==> src/rtl/pport_pkg.sv <==
package pport_pkg;
  localparam int unsigned DW = 8;

  // status bit positions
  localparam int unsigned ST_BUSY_N = 7;
  localparam int unsigned ST_ACK    = 6;
  localparam int unsigned ST_PAPER  = 5;
  localparam int unsigned ST_ONLINE = 4;
  localparam int unsigned ST_ERR_N  = 3;
  localparam int unsigned ST_TMO    = 0;

  // control bit positions
  localparam int unsigned CT_DIR   = 5;
  localparam int unsigned CT_IRQEN = 4;
  localparam int unsigned CT_SEL   = 3;
  localparam int unsigned CT_INIT  = 2;
  localparam int unsigned CT_ALF   = 1;
  localparam int unsigned CT_STB   = 0;

  localparam int unsigned OFF_DATA = 0;
  localparam int unsigned OFF_STAT = 1;
  localparam int unsigned OFF_CTRL = 2;

  localparam logic [DW-1:0] STATUS_RST  = 8'hD9;
  localparam logic [DW-1:0] STATUS_INIT = 8'hD8;
  localparam logic [DW-1:0] CTRL_RST    = 8'h0C;

  // one handshake step on a status read
  function automatic logic [DW-1:0] step_status(input logic [DW-1:0] s);
    logic [DW-1:0] r;
    r = s;
    if (s[ST_ACK]) begin
      r[ST_ACK] = 1'b0;
    end else begin
      r[ST_ACK]    = 1'b1;
      r[ST_BUSY_N] = 1'b1;
    end
    return r;
  endfunction

  // status effect of a control write
  function automatic logic [DW-1:0] status_on_ctrl(input logic [DW-1:0] s,
                                                   input logic [DW-1:0] w);
    logic [DW-1:0] r;
    r = s;
    if (!w[CT_INIT]) r = STATUS_INIT;
    else if (w[CT_SEL] && w[CT_STB]) r[ST_BUSY_N] = 1'b0;
    return r;
  endfunction

  function automatic logic irq_level(input logic [DW-1:0] c, input logic [DW-1:0] s);
    return c[CT_IRQEN] && !s[ST_ACK];
  endfunction
endpackage

==> src/rtl/pport_regs.sv <==
module pport_regs
  import pport_pkg::*;
(
  input  logic          clk,
  input  logic          rst_n,
  input  logic          ctrl_wr,
  input  logic          data_wr,
  input  logic [DW-1:0] wdata,
  output logic [DW-1:0] ctrl_q,
  output logic [DW-1:0] data_q,
  output logic          launch,
  output logic [DW-1:0] out_byte,
  output logic          out_valid
);
  assign launch = ctrl_wr && wdata[CT_INIT] && wdata[CT_SEL] && wdata[CT_STB]
                  && !ctrl_q[CT_STB];

  always_ff @(posedge clk or negedge rst_n) begin
    if (!rst_n) begin
      ctrl_q    <= CTRL_RST;
      data_q    <= '0;
      out_byte  <= '0;
      out_valid <= 1'b0;
    end else begin
      if (ctrl_wr) ctrl_q <= wdata;
      if (data_wr) data_q <= wdata;
      out_valid <= launch;
      if (launch) out_byte <= data_q;
    end
  end

  assert_ctrl_store_R7: assert property (@(posedge clk) disable iff (!rst_n)
    ctrl_wr |=> ctrl_q == $past(wdata));
  assert_valid_pulse_R5: assert property (@(posedge clk) disable iff (!rst_n)
    out_valid |=> !out_valid);
endmodule

==> src/rtl/pport_status.sv <==
module pport_status
  import pport_pkg::*;
(
  input  logic          clk,
  input  logic          rst_n,
  input  logic          ctrl_wr,
  input  logic          stat_rd,
  input  logic [DW-1:0] wdata,
  input  logic [DW-1:0] ctrl_q,
  input  logic          paper_in,
  output logic [DW-1:0] status_q,
  output logic [DW-1:0] status_next,
  output logic          step_evt
);
  logic [DW-1:0] sampled;

  assign step_evt = stat_rd && !status_q[ST_BUSY_N] && !ctrl_q[CT_STB];

  always_comb begin
    sampled = status_q;
    sampled[ST_PAPER] = paper_in;
    status_next = status_q;
    if (ctrl_wr)       status_next = status_on_ctrl(status_q, wdata);
    else if (step_evt) status_next = step_status(sampled);
    else if (stat_rd)  status_next = sampled;
  end

  always_ff @(posedge clk or negedge rst_n) begin
    if (!rst_n) status_q <= STATUS_RST;
    else        status_q <= status_next;
  end

  assert_init_low_R4: assert property (@(posedge clk) disable iff (!rst_n)
    (ctrl_wr && !wdata[CT_INIT]) |=> status_q == STATUS_INIT);
  assert_step_set_R6: assert property (@(posedge clk) disable iff (!rst_n)
    (step_evt && !status_q[ST_ACK]) |=> (status_q[ST_ACK] && status_q[ST_BUSY_N]));
  assert_step_clr_R6: assert property (@(posedge clk) disable iff (!rst_n)
    (step_evt && status_q[ST_ACK]) |=> !status_q[ST_ACK]);
endmodule

==> src/rtl/pport_irq.sv <==
module pport_irq
  import pport_pkg::*;
(
  input  logic          clk,
  input  logic          rst_n,
  input  logic          ctrl_wr,
  input  logic          stat_rd,
  input  logic [DW-1:0] wdata,
  input  logic [DW-1:0] ctrl_q,
  input  logic [DW-1:0] status_next,
  output logic          irq
);
  logic [DW-1:0] ctrl_next;
  logic          reeval;

  assign ctrl_next = ctrl_wr ? wdata : ctrl_q;
  assign reeval    = ctrl_wr || stat_rd;

  always_ff @(posedge clk or negedge rst_n) begin
    if (!rst_n)      irq <= 1'b0;
    else if (reeval) irq <= irq_level(ctrl_next, status_next);
  end

  assert_irq_hold_R9: assert property (@(posedge clk) disable iff (!rst_n)
    !reeval |=> $stable(irq));
endmodule

==> src/rtl/pport_ctrl.sv <==
module pport_ctrl
  import pport_pkg::*;
#(
  parameter int unsigned AW = 3,
  parameter logic [7:0]  RD_FILL = 8'hFF
) (
  input  logic          clk,
  input  logic          rst_n,
  input  logic          bus_wr,
  input  logic          bus_rd,
  input  logic [AW-1:0] bus_addr,
  input  logic [7:0]    bus_wdata,
  output logic [7:0]    bus_rdata,
  input  logic [7:0]    pin_in,
  input  logic          paper_in,
  output logic [7:0]    out_byte,
  output logic          out_valid,
  output logic          irq
);
  localparam logic [AW-1:0] A_DATA = AW'(OFF_DATA);
  localparam logic [AW-1:0] A_STAT = AW'(OFF_STAT);
  localparam logic [AW-1:0] A_CTRL = AW'(OFF_CTRL);

  logic          ctrl_wr, data_wr, stat_rd;
  logic [DW-1:0] ctrl_q, data_q, status_q, status_next;
  logic          launch, step_evt;

  assign ctrl_wr = bus_wr && (bus_addr == A_CTRL);
  assign data_wr = bus_wr && (bus_addr == A_DATA);
  assign stat_rd = bus_rd && (bus_addr == A_STAT);

  pport_regs u_regs (
    .clk(clk), .rst_n(rst_n), .ctrl_wr(ctrl_wr), .data_wr(data_wr),
    .wdata(bus_wdata), .ctrl_q(ctrl_q), .data_q(data_q), .launch(launch),
    .out_byte(out_byte), .out_valid(out_valid)
  );

  pport_status u_status (
    .clk(clk), .rst_n(rst_n), .ctrl_wr(ctrl_wr), .stat_rd(stat_rd),
    .wdata(bus_wdata), .ctrl_q(ctrl_q), .paper_in(paper_in),
    .status_q(status_q), .status_next(status_next), .step_evt(step_evt)
  );

  pport_irq u_irq (
    .clk(clk), .rst_n(rst_n), .ctrl_wr(ctrl_wr), .stat_rd(stat_rd),
    .wdata(bus_wdata), .ctrl_q(ctrl_q), .status_next(status_next), .irq(irq)
  );

  always_comb begin
    bus_rdata = RD_FILL;
    unique case (bus_addr)
      A_DATA:  bus_rdata = ctrl_q[CT_DIR] ? pin_in : data_q;
      A_STAT: begin
        bus_rdata = status_q;
        bus_rdata[ST_PAPER] = paper_in;
      end
      A_CTRL:  bus_rdata = ctrl_q;
      default: bus_rdata = RD_FILL;
    endcase
  end

  assert_irq_level_R9: assert property (@(posedge clk) disable iff (!rst_n)
    (ctrl_wr || stat_rd) |=> irq == (ctrl_q[CT_IRQEN] && !status_q[ST_ACK]));
  assert_launch_out_R5: assert property (@(posedge clk) disable iff (!rst_n)
    launch |=> (out_valid && out_byte == $past(data_q)));
  assert_busy_clear_R5: assert property (@(posedge clk) disable iff (!rst_n)
    launch |=> !status_q[ST_BUSY_N]);
  assert_step_only_rd_R6: assert property (@(posedge clk) disable iff (!rst_n)
    step_evt |-> stat_rd);
endmodule

==> config.mk <==
export PLATFORM = sky130hd
export DESIGN_NAME = pport_ctrl
export DESIGN_NICKNAME = d
export VERILOG_FILES = /design/src/rtl/pport_pkg.sv /design/src/rtl/pport_regs.sv /design/src/rtl/pport_status.sv /design/src/rtl/pport_irq.sv /design/src/rtl/pport_ctrl.sv
export SDC_FILE = /design/constraint.sdc
export NUM_CORES = 1
export LEC_CHECK = 0
export ABC_AREA = 1
export BUFFER_PORTS_ARGS = -buffer_cell sky130_fd_sc_hd__buf_4
export CAP_MARGIN = 20
export CELL_PAD_IN_SITES_DETAIL_PLACEMENT = 1
export CELL_PAD_IN_SITES_GLOBAL_PLACEMENT = 1
export CORE_MARGIN = 4
export CORE_UTILIZATION = 39
export DETAILED_ROUTE_END_ITERATION = 8
export GPL_ROUTABILITY_DRIVEN = 1
export GPL_TIMING_DRIVEN = 0
export PLACE_DENSITY = 0.82
export SLEW_MARGIN = 20
export SYNTH_ARGS = -nofsm -noshare
export SYNTH_HDL_FRONTEND = slang
export SYNTH_HIERARCHICAL = 1
export SYNTH_SLANG_ARGS = --single-unit
export TNS_END_PERCENT = 20
==> constraint.sdc <==
create_clock -name clk -period 2.45 [get_ports clk]
set_clock_uncertainty 0.2 [all_clocks]
set_input_delay 0.49 -clock clk [delete_from_list [all_inputs] [get_ports clk]]
set_output_delay 0.49 -clock clk [all_outputs]
set_load 0.1 [all_outputs]
==> out/qor.yml, run 1 <==
status: "complete, no violations"
cts_buffers: 5
max_freq_mhz: 409.5
power.total_mw: 1.705
antenna_left: 0
syn_area_sq_um: 1718
fp-row-count: 23
required_ps: 1760
clkLatencyLatePin_ps: 290
core_area_sq_um: 4115
min_path_type: "in2reg"
start_kind: "register"
num-fill-cells: 529
max_stage_delay_ps: 380
antenna_found_initial: 0
crit_arrival_ps: 1750
overflow: 0
die_h_um: 74.37
path_max_fanout: 10
final_common_cell: "nand2_1"
drt_drc_violations_left: 0
fin_crit_sh: 0.9967
boundaryPins: 42
drt_iter0_markers: 55
clockBufferDepth: 2
cap_viol_max_count: 0
grt_setup_unrepaired: "yes"
synthCells: 229
num_vias: 1610
grt_pass1_wl_mm: 8.073
p_per_area_nw_per_um2: 754.5
multi_input_area_sq_um: 709.4
finalNonFillerCells: 329
die_area_sq_um: 5531
port_buffers: 41
dp_hpwl_mm: 3.588
grt_use_total: 0.1952
nets: 302
hold_viol_final: 0
slew_viol_final: 0
path_cells: "buf_2 -> clkbuf_4 -> o21ai_0 -> nand2_1 -> nand3_1 -> buf_6"
slew_headroom: 0.4980
cts-htree-levels: 2
power.leakage_nw: 1.158
finalSetupViolations: 0
tightest_slew_ps: 747.4
gp_routability_congestion: 0.7632
cts.clk_slew.worst_paths_ps: 70
syn_nets: 253
grt_pass1_vias: 1720
grt_max_degree: 34
register_area_sq_um: 834.6
critPathKind: "reg2out"
final_area_sq_um: 2260
clock_sinks: 33
dp_slack_ps: -431.3
tritoncts: "done"
cts_root_buffer: "clkbuf_8"
layout_setup_ws_ps: 8.109
wirelength_mm: 4.769
hold_ws_ps: 226.9
wl_per_cell_um: 14.50
syn_area_per_cell_sq_um: 7.502
postPlaceCellArea_sq_um: 2095
dp_cells: 320
die_w_um: 74.37
ys.warnings.count: 6
cp_slowest_cell: "dfrtp_1"
drive_gt1_frac: 0.2688
vias_per_cell: 4.894
cp-end-kind: "primary output"
mostFrequentLayoutCells: "74 x nand2_1, 34 x buf_4, 34 x inv_1, 26 x dfrtp_1, 25 x nand3_1"
first_pass_iters: 4
area_growth_pct: 31.54
diodes: 0
ir_drop_mv: 0.2956
start_util: 0.4175
postCtsSetupBuffers: 0
final.min_clock_period_ps: 2442
==> state kept, by name (all words and copies together), names as in the netlist <==
signal	flops
u_regs/out_byte	8
u_status/status_q	7
u_regs/data_q	8
u_regs/ctrl_q	8
u_regs/out_valid	1
u_irq/irq	1
==> where the power goes <==
group | switching [mW] | internal, mW
combinational | 0.417 | 0.157
sequential | 0.0687 | 0.664
clock | 0.201 | 0.197
==> critical path: cells and delay by family (launching register included) <==
kind | cells | cell delay (ps)
simple gates | 2 | 210
flops | 1 | 380
buf+inv | 3 | 610
compound gates | 1 | 270
==> layer usage <==
metal | wire [um] | GRT usage | vias to the layer above
met5 | 0 | 0 | -
met4 | 61 | 0.06917 | 0
met3 | 168 | 0.04054 | 5
met2 | 2443 | 0.3366 | 26
met1 | 2096 | 0.2411 | 777
li1 | - | - | 802
==> per-stage QoR <==
step | TNS (ps) | utilization
floorplan | 0 | -
global placement | -4442 | 0.5090
detailed placement | -6964 | 0.5090
CTS | -22.56 | 0.5372
global route | -273.6 | 0.5491
finish | 0 | 0.5491
==> worst paths after layout <==
path,from,endpoint,slack [ps],cells past startpoint
max in group asynchronous,rst_n,u_regs/ctrl_q[2]$_DFFE_PN1P_,1220,2
min in group asynchronous,rst_n,u_irq/irq$_DFFE_PN0P_,490,2
hold reg to reg,u_status/status_q[0]$_DFF_PN1_,u_status/status_q[0]$_DFF_PN1_,250,2
hold / removal,bus_wdata[1],u_regs/ctrl_q[1]$_DFFE_PN0P_,230,3
setup / recovery,u_regs/ctrl_q[5]$_DFFE_PN0P_,bus_rdata[4],8,6
setup reg to reg,u_regs/ctrl_q[0]$_DFFE_PN0P_,u_irq/irq$_DFFE_PN0P_,1140,6
==> what timing repair did <==
action / CTS / global route
hold buffers: 1 / 0
hold endpoints to repair: 26 / 0
endpoints found under the setup margin: 14 / 8
pin swaps: 0 / 0
resized for setup: 5 / 11
==> area by class of cell <==
| class | count | share of cell area |
|---|---|---|
| multi-input cells | 145 | 0.3140 |
| inverters | 46 | 0.07641 |
| plain buffers | 5 | 0.01329 |
| clock buffers | 6 | 0.03212 |
| repair buffers | 42 | 0.1628 |
| clock inverters | 2 | 0.004430 |
| flip-flops and latches | 33 | 0.3693 |
| well taps | 50 | 0.02769 |
No activity file was read; power rests on OpenSTA's default activity.
==> run 2: changes to the inputs <==
CORE_UTILIZATION = 38   (was 39)
PLACE_DENSITY = not set   (was 0.82)
PLACE_DENSITY_LB_ADDON = 0.2   (was not set)
SKIP_CTS_REPAIR_TIMING = 1   (was not set)
clock period = 2.8 ns   (was 2.45 ns; I/O delays follow)
==> out/qor.yml, run 2 (synthesis results as in run 1) <==
vias_per_cell: 4.779  # -2.3%
layout_setup_ws_ps: 316.1  # +308.0 ps
drt_iter0_markers: 51  # -7.3%
fin_crit_sh: 0.8871
drt_drc_violations_left: 0  # unchanged
gp_routability_congestion: 0.7768  # +1.8%
first_pass_iters: 4  # unchanged
mostFrequentLayoutCells: "74 x nand2_1, 42 x buf_4, 34 x inv_1, 26 x nand3_1, 26 x dfrtp_1"
core_area_sq_um: 4354  # +5.8%
cp-end-kind: "primary output"
pwr-share-seq: 0.437  # +0.007
drive_gt1_frac: 0.2688  # unchanged
wirelength_mm: 4.541  # -4.8%
grt_pass1_wl_mm: 7.389  # -8.5%
start_util: 0.3945  # -0.02291
tritoncts: "done"
p_per_area_nw_per_um2: 669.4  # -11%
antenna_left: 0  # unchanged
status: "complete, no violations"
slew_viol_final: 0  # unchanged
crit_arrival_ps: 1720  # -30 ps
ir_drop_mv: 0.3245  # +9.8%
hold_ws_ps: 7.304  # -219.6 ps
clockPowerShare: 0.239  # +0.006
die_area_sq_um: 5660  # +2.3%
critPathKind: "reg2out"
max_freq_mhz: 402.6
boundaryPins: 42  # unchanged
path_delay_family: "buffers and inverters"
final_util: 0.5032  # -0.04594
die_h_um: 75.24  # +1.2%
power.leakage_nw: 1.135  # -2.0%
final.min_clock_period_ps: 2484
power.internal_uw: 876.1  # -14%
overflow: 0  # unchanged
power.total_mw: 1.467  # -14%
grt_pass1_vias: 1629  # -5.3%
critPathBufInv: 3  # unchanged
grt_max_degree: 34  # unchanged
tightest_slew_ps: 662.9  # -84.48 ps
num_vias: 1582  # -1.7%
hold_viol_final: 0  # unchanged
p_comb_frac: 0.324  # -0.013
nets: 302  # unchanged
finalSetupViolations: 0  # unchanged
port_buffers: 41  # unchanged
die_w_um: 75.24  # +1.2%
dp_hpwl_mm: 3.554  # -0.96%
required_ps: 2040  # +280 ps
cp_slowest_cell: "dfrtp_1"
antenna_found_initial: 0  # unchanged
slew_headroom: 0.5544  # +0.05639
clockBufferDepth: 2  # unchanged
grt_setup_unrepaired: "no"
cts-htree-levels: 2  # unchanged
cts.clk_slew.worst_paths_ps: 70  # about the same
path_cells: "buf_2 -> buf_2 -> o21ai_0 -> nand2_1 -> nand3_1 -> buf_4"
area_growth_pct: 27.53
grt_use_total: 0.1789  # -0.01623
final_common_cell: "nand2_1"
swShare: 0.4026  # about the same
fin_tns_setup_ps: 0  # unchanged
diodes: 0  # unchanged
power.switching_uw: 590.5  # -14%
cp_common_cell: "buf_2"
path_max_fanout: 10  # unchanged
wl_per_cell_um: 13.72  # -5.4%
dp_slack_ps: 152.5  # +583.8 ps
cts_root_buffer: "clkbuf_8"
clkLatencyLatePin_ps: 290  # about the same
start_kind: "register"
fp-row-count: 24  # +4.3%
min_path_type: "in2async"
clock_sinks: 33  # unchanged
cap_viol_max_count: 0  # unchanged
cts_buffers: 5  # unchanged
reg_top3: "u_regs/ctrl_q (8), u_regs/data_q (8), u_regs/out_byte (8)"
max_stage_delay_ps: 380  # about the same
run 2: worst paths after layout:
kind / startpoint / end / slack [ps] / cells past startpoint
max in group asynchronous: rst_n / u_status/status_q[7]$_DFF_PN1_ / 2040 / 1
hold reg to reg: u_status/status_q[0]$_DFF_PN1_ / u_status/status_q[0]$_DFF_PN1_ / 250 / 2
min in group clk: u_status/status_q[0]$_DFF_PN1_ / u_status/status_q[0]$_DFF_PN1_ / 250 / 2
hold / removal: rst_n / u_regs/out_byte[3]$_DFFE_PN0P_ / 7 / 1
setup reg to reg: u_regs/ctrl_q[0]$_DFFE_PN0P_ / u_irq/irq$_DFFE_PN0P_ / 1520 / 7
setup / recovery: u_regs/ctrl_q[5]$_DFFE_PN0P_ / bus_rdata[0] / 320 / 6
run 2: power by group through the flow:
stage | Clock [mW] | Sequential (mW) | Combinational (mW)
3_3_place_gp | 0 | 0.647 | 0.467
2_1_floorplan | 0 | 0.758 | 0.224
6_report | 0.350 | 0.641 | 0.475
5_1_grt | 0.382 | 0.653 | 0.519
4_1_cts | 0.361 | 0.642 | 0.482
3_5_place_dp | 0 | 0.651 | 0.481
run 2: layout make-up:
| class | count | area (sq um) |
|---|---|---|
| fillers | 587 | 2163 |
| flip-flops and latches | 33 | 834.6 |
| multi-input cells | 145 | 695.7 |
| repair buffers | 42 | 312.8 |
| inverters | 46 | 172.7 |
| clock buffers | 6 | 72.57 |
| well taps | 52 | 65.06 |
| plain buffers | 5 | 27.53 |
| clock inverters | 2 | 10.01 |
run 2: per-layer routing:
metal,GRT usage,share of wire,up-vias
li1,-,-,800
met1,0.2230,0.44,749
met2,0.3017,0.49,29
met3,0.04005,0.050,4
met4,0.06990,0.016,0
met5,0,0,-
run 2: metrics by stage:
stage | instance area (sq um) | std cells
after global placement | 2091 | 322
after floorplan | 1718 | 229
final | 2191 | 331
after detailed placement | 2102 | 323
after global routing | 2191 | 331
after CTS | 2185 | 331
==> run 3: changes to the inputs <==
CORE_ASPECT_RATIO = 2   (was not set)
==> out/qor.yml, run 3 (synthesis results as in run 1) <==
status: "complete, no violations"
area_growth_pct: 28.11
worstSetupEndpoint: "bus_rdata[3]"
dp_hpwl_mm: 3.692  # +3.9%
start_kind: "input port"
cts_buffers: 5  # unchanged
num_vias: 1602  # +1.3%
clock_sinks: 33  # unchanged
final.min_clock_period_ps: 2496  # +12.34 ps
path_max_fanout: 8  # -2
nets: 302  # unchanged
cp_common_cell: "buf_4"
tritoncts: "done"
die_w_um: 55.55  # -26%
drt_iter0_markers: 35  # -31%
cp.depth: 5  # -1
p_per_area_nw_per_um2: 677.6  # +1.2%
cts-htree-levels: 2  # unchanged
reg_top3: "u_regs/ctrl_q (8), u_regs/data_q (8), u_regs/out_byte (8)"
hold_viol_final: 0  # unchanged
final_area_sq_um: 2201  # +0.46%
layout_setup_ws_ps: 303.8  # -12.34 ps
slew_viol_final: 0  # unchanged
timing.rr.start: "u_regs/ctrl_q[0]$_DFFE_PN0P_"
finalSetupViolations: 0  # unchanged
path_cells: "buf_4 -> nor3_2 -> nand2_1 -> nand3_1 -> buf_4"
cap_viol_max_count: 0  # unchanged
critPathBufInv: 2  # -1
port_buffers: 41  # unchanged
cts.clk_slew.worst_paths_ps: 70  # about the same
start_util: 0.3921  # -0.002479
cp-end-kind: "primary output"
cts_root_buffer: "clkbuf_8"
gp_routability_congestion: 0.7922  # +2.0%
cp_slowest_cell: "nor3_2"
fin_crit_sh: 0.8915  # +0.004407
hold_ws_ps: 3.453  # -3.851 ps
max_freq_mhz: 400.6  # -0.49%
grt_use_total: 0.1824  # +0.003428
drt_drc_violations_left: 0  # unchanged
slew_headroom: 0.4761  # -0.07824
drive_gt1_frac: 0.2698  # +0.0009670
tightest_slew_ps: 779.3  # +116.4 ps
path_delay_family: "simple AND/OR/NAND/NOR gates"
boundaryPins: 42  # unchanged
diodes: 0  # unchanged
core_area_sq_um: 4382  # +0.63%
antenna_found_initial: 0  # unchanged
wirelength_mm: 4.784  # +5.4%
grt_setup_unrepaired: "no"
r2r_end: "u_irq/irq$_DFFE_PN0P_"
vias_per_cell: 4.825  # +0.96%
required_ps: 2040  # about the same
grt_max_degree: 34  # unchanged
critPathKind: "in2out"
wl_per_cell_um: 14.41  # +5.0%
clockBufferDepth: 2  # unchanged
fp-row-count: 34  # +42%
antenna_left: 0  # unchanged
final_common_cell: "nand2_1"
reg2reg_depth: 6  # -1
die_h_um: 103.1  # +37%
first_pass_iters: 4  # unchanged
postPlaceCellArea_sq_um: 2105  # +0.12%
grt_pass1_vias: 1689  # +3.7%
clkLatencyLatePin_ps: 290  # about the same
power.leakage_nw: 1.133  # -0.15%
max_stage_delay_ps: 510  # +130 ps
overflow: 0  # unchanged
crit_arrival_ps: 1740  # +20 ps
rrSetupSlack_ps: 1530  # about the same
power.total_mw: 1.491  # +1.7%
min_path_type: "in2async"
mostFrequentLayoutCells: "74 x nand2_1, 42 x buf_4, 34 x inv_1, 26 x nand3_1, 26 x dfrtp_1"
die_area_sq_um: 5726  # +1.2%
grt_pass1_wl_mm: 8.038  # +8.8%
critPathLaunch: "bus_addr[1]"
dp_slack_ps: 40.09  # -112.4 ps
ir_drop_mv: 0.3896  # +20%
## run 3: routing by layer
layer,part of all wire,track usage,vias up
met4,0.030,0.09363,0
met5,0,0,-
met2,0.56,0.3412,38
li1,-,-,797
met1,0.37,0.1912,754
met3,0.039,0.03509,13
## run 3: how the worst min path moves through the flow
stage	endpoint	slack (ps)
detailed placement	u_status/status_q[0]$_DFF_PN1_	240
floorplan	u_irq/irq$_DFFE_PN0P_	60
finish	u_irq/irq$_DFFE_PN0P_	3
global placement	u_status/status_q[0]$_DFF_PN1_	230
CTS	u_regs/ctrl_q[4]$_DFFE_PN0P_	10
global route	u_regs/out_valid$_DFF_PN0_	30
## run 3: where the power goes
part           total [mW]  internal, mW  switching [mW]
clock network       0.374         0.194           0.179
logic               0.477         0.123           0.354
registers           0.641         0.581          0.0600
## run 3: layout make-up
class | instances | area (sq um)
Sequential cell | 33 | 834.6
Buffer | 5 | 27.53
Clock inverter | 1 | 7.507
Inverter | 46 | 172.7
Multi-Input combinational cell | 145 | 695.7
Fill cell | 585 | 2181
Timing Repair Buffer | 42 | 312.8
Tap cell | 54 | 67.56
Clock buffer | 6 | 82.58
## run 3: per-stage QoR
stage	setup TNS, ps	instances	utilization
5_1_grt	0	332	0.5023
6_report	0	332	0.5023
3_3_place_gp	-18550	324	0.4777
4_1_cts	0	332	0.5009
2_1_floorplan	0	229	-
3_5_place_dp	0	325	0.4803
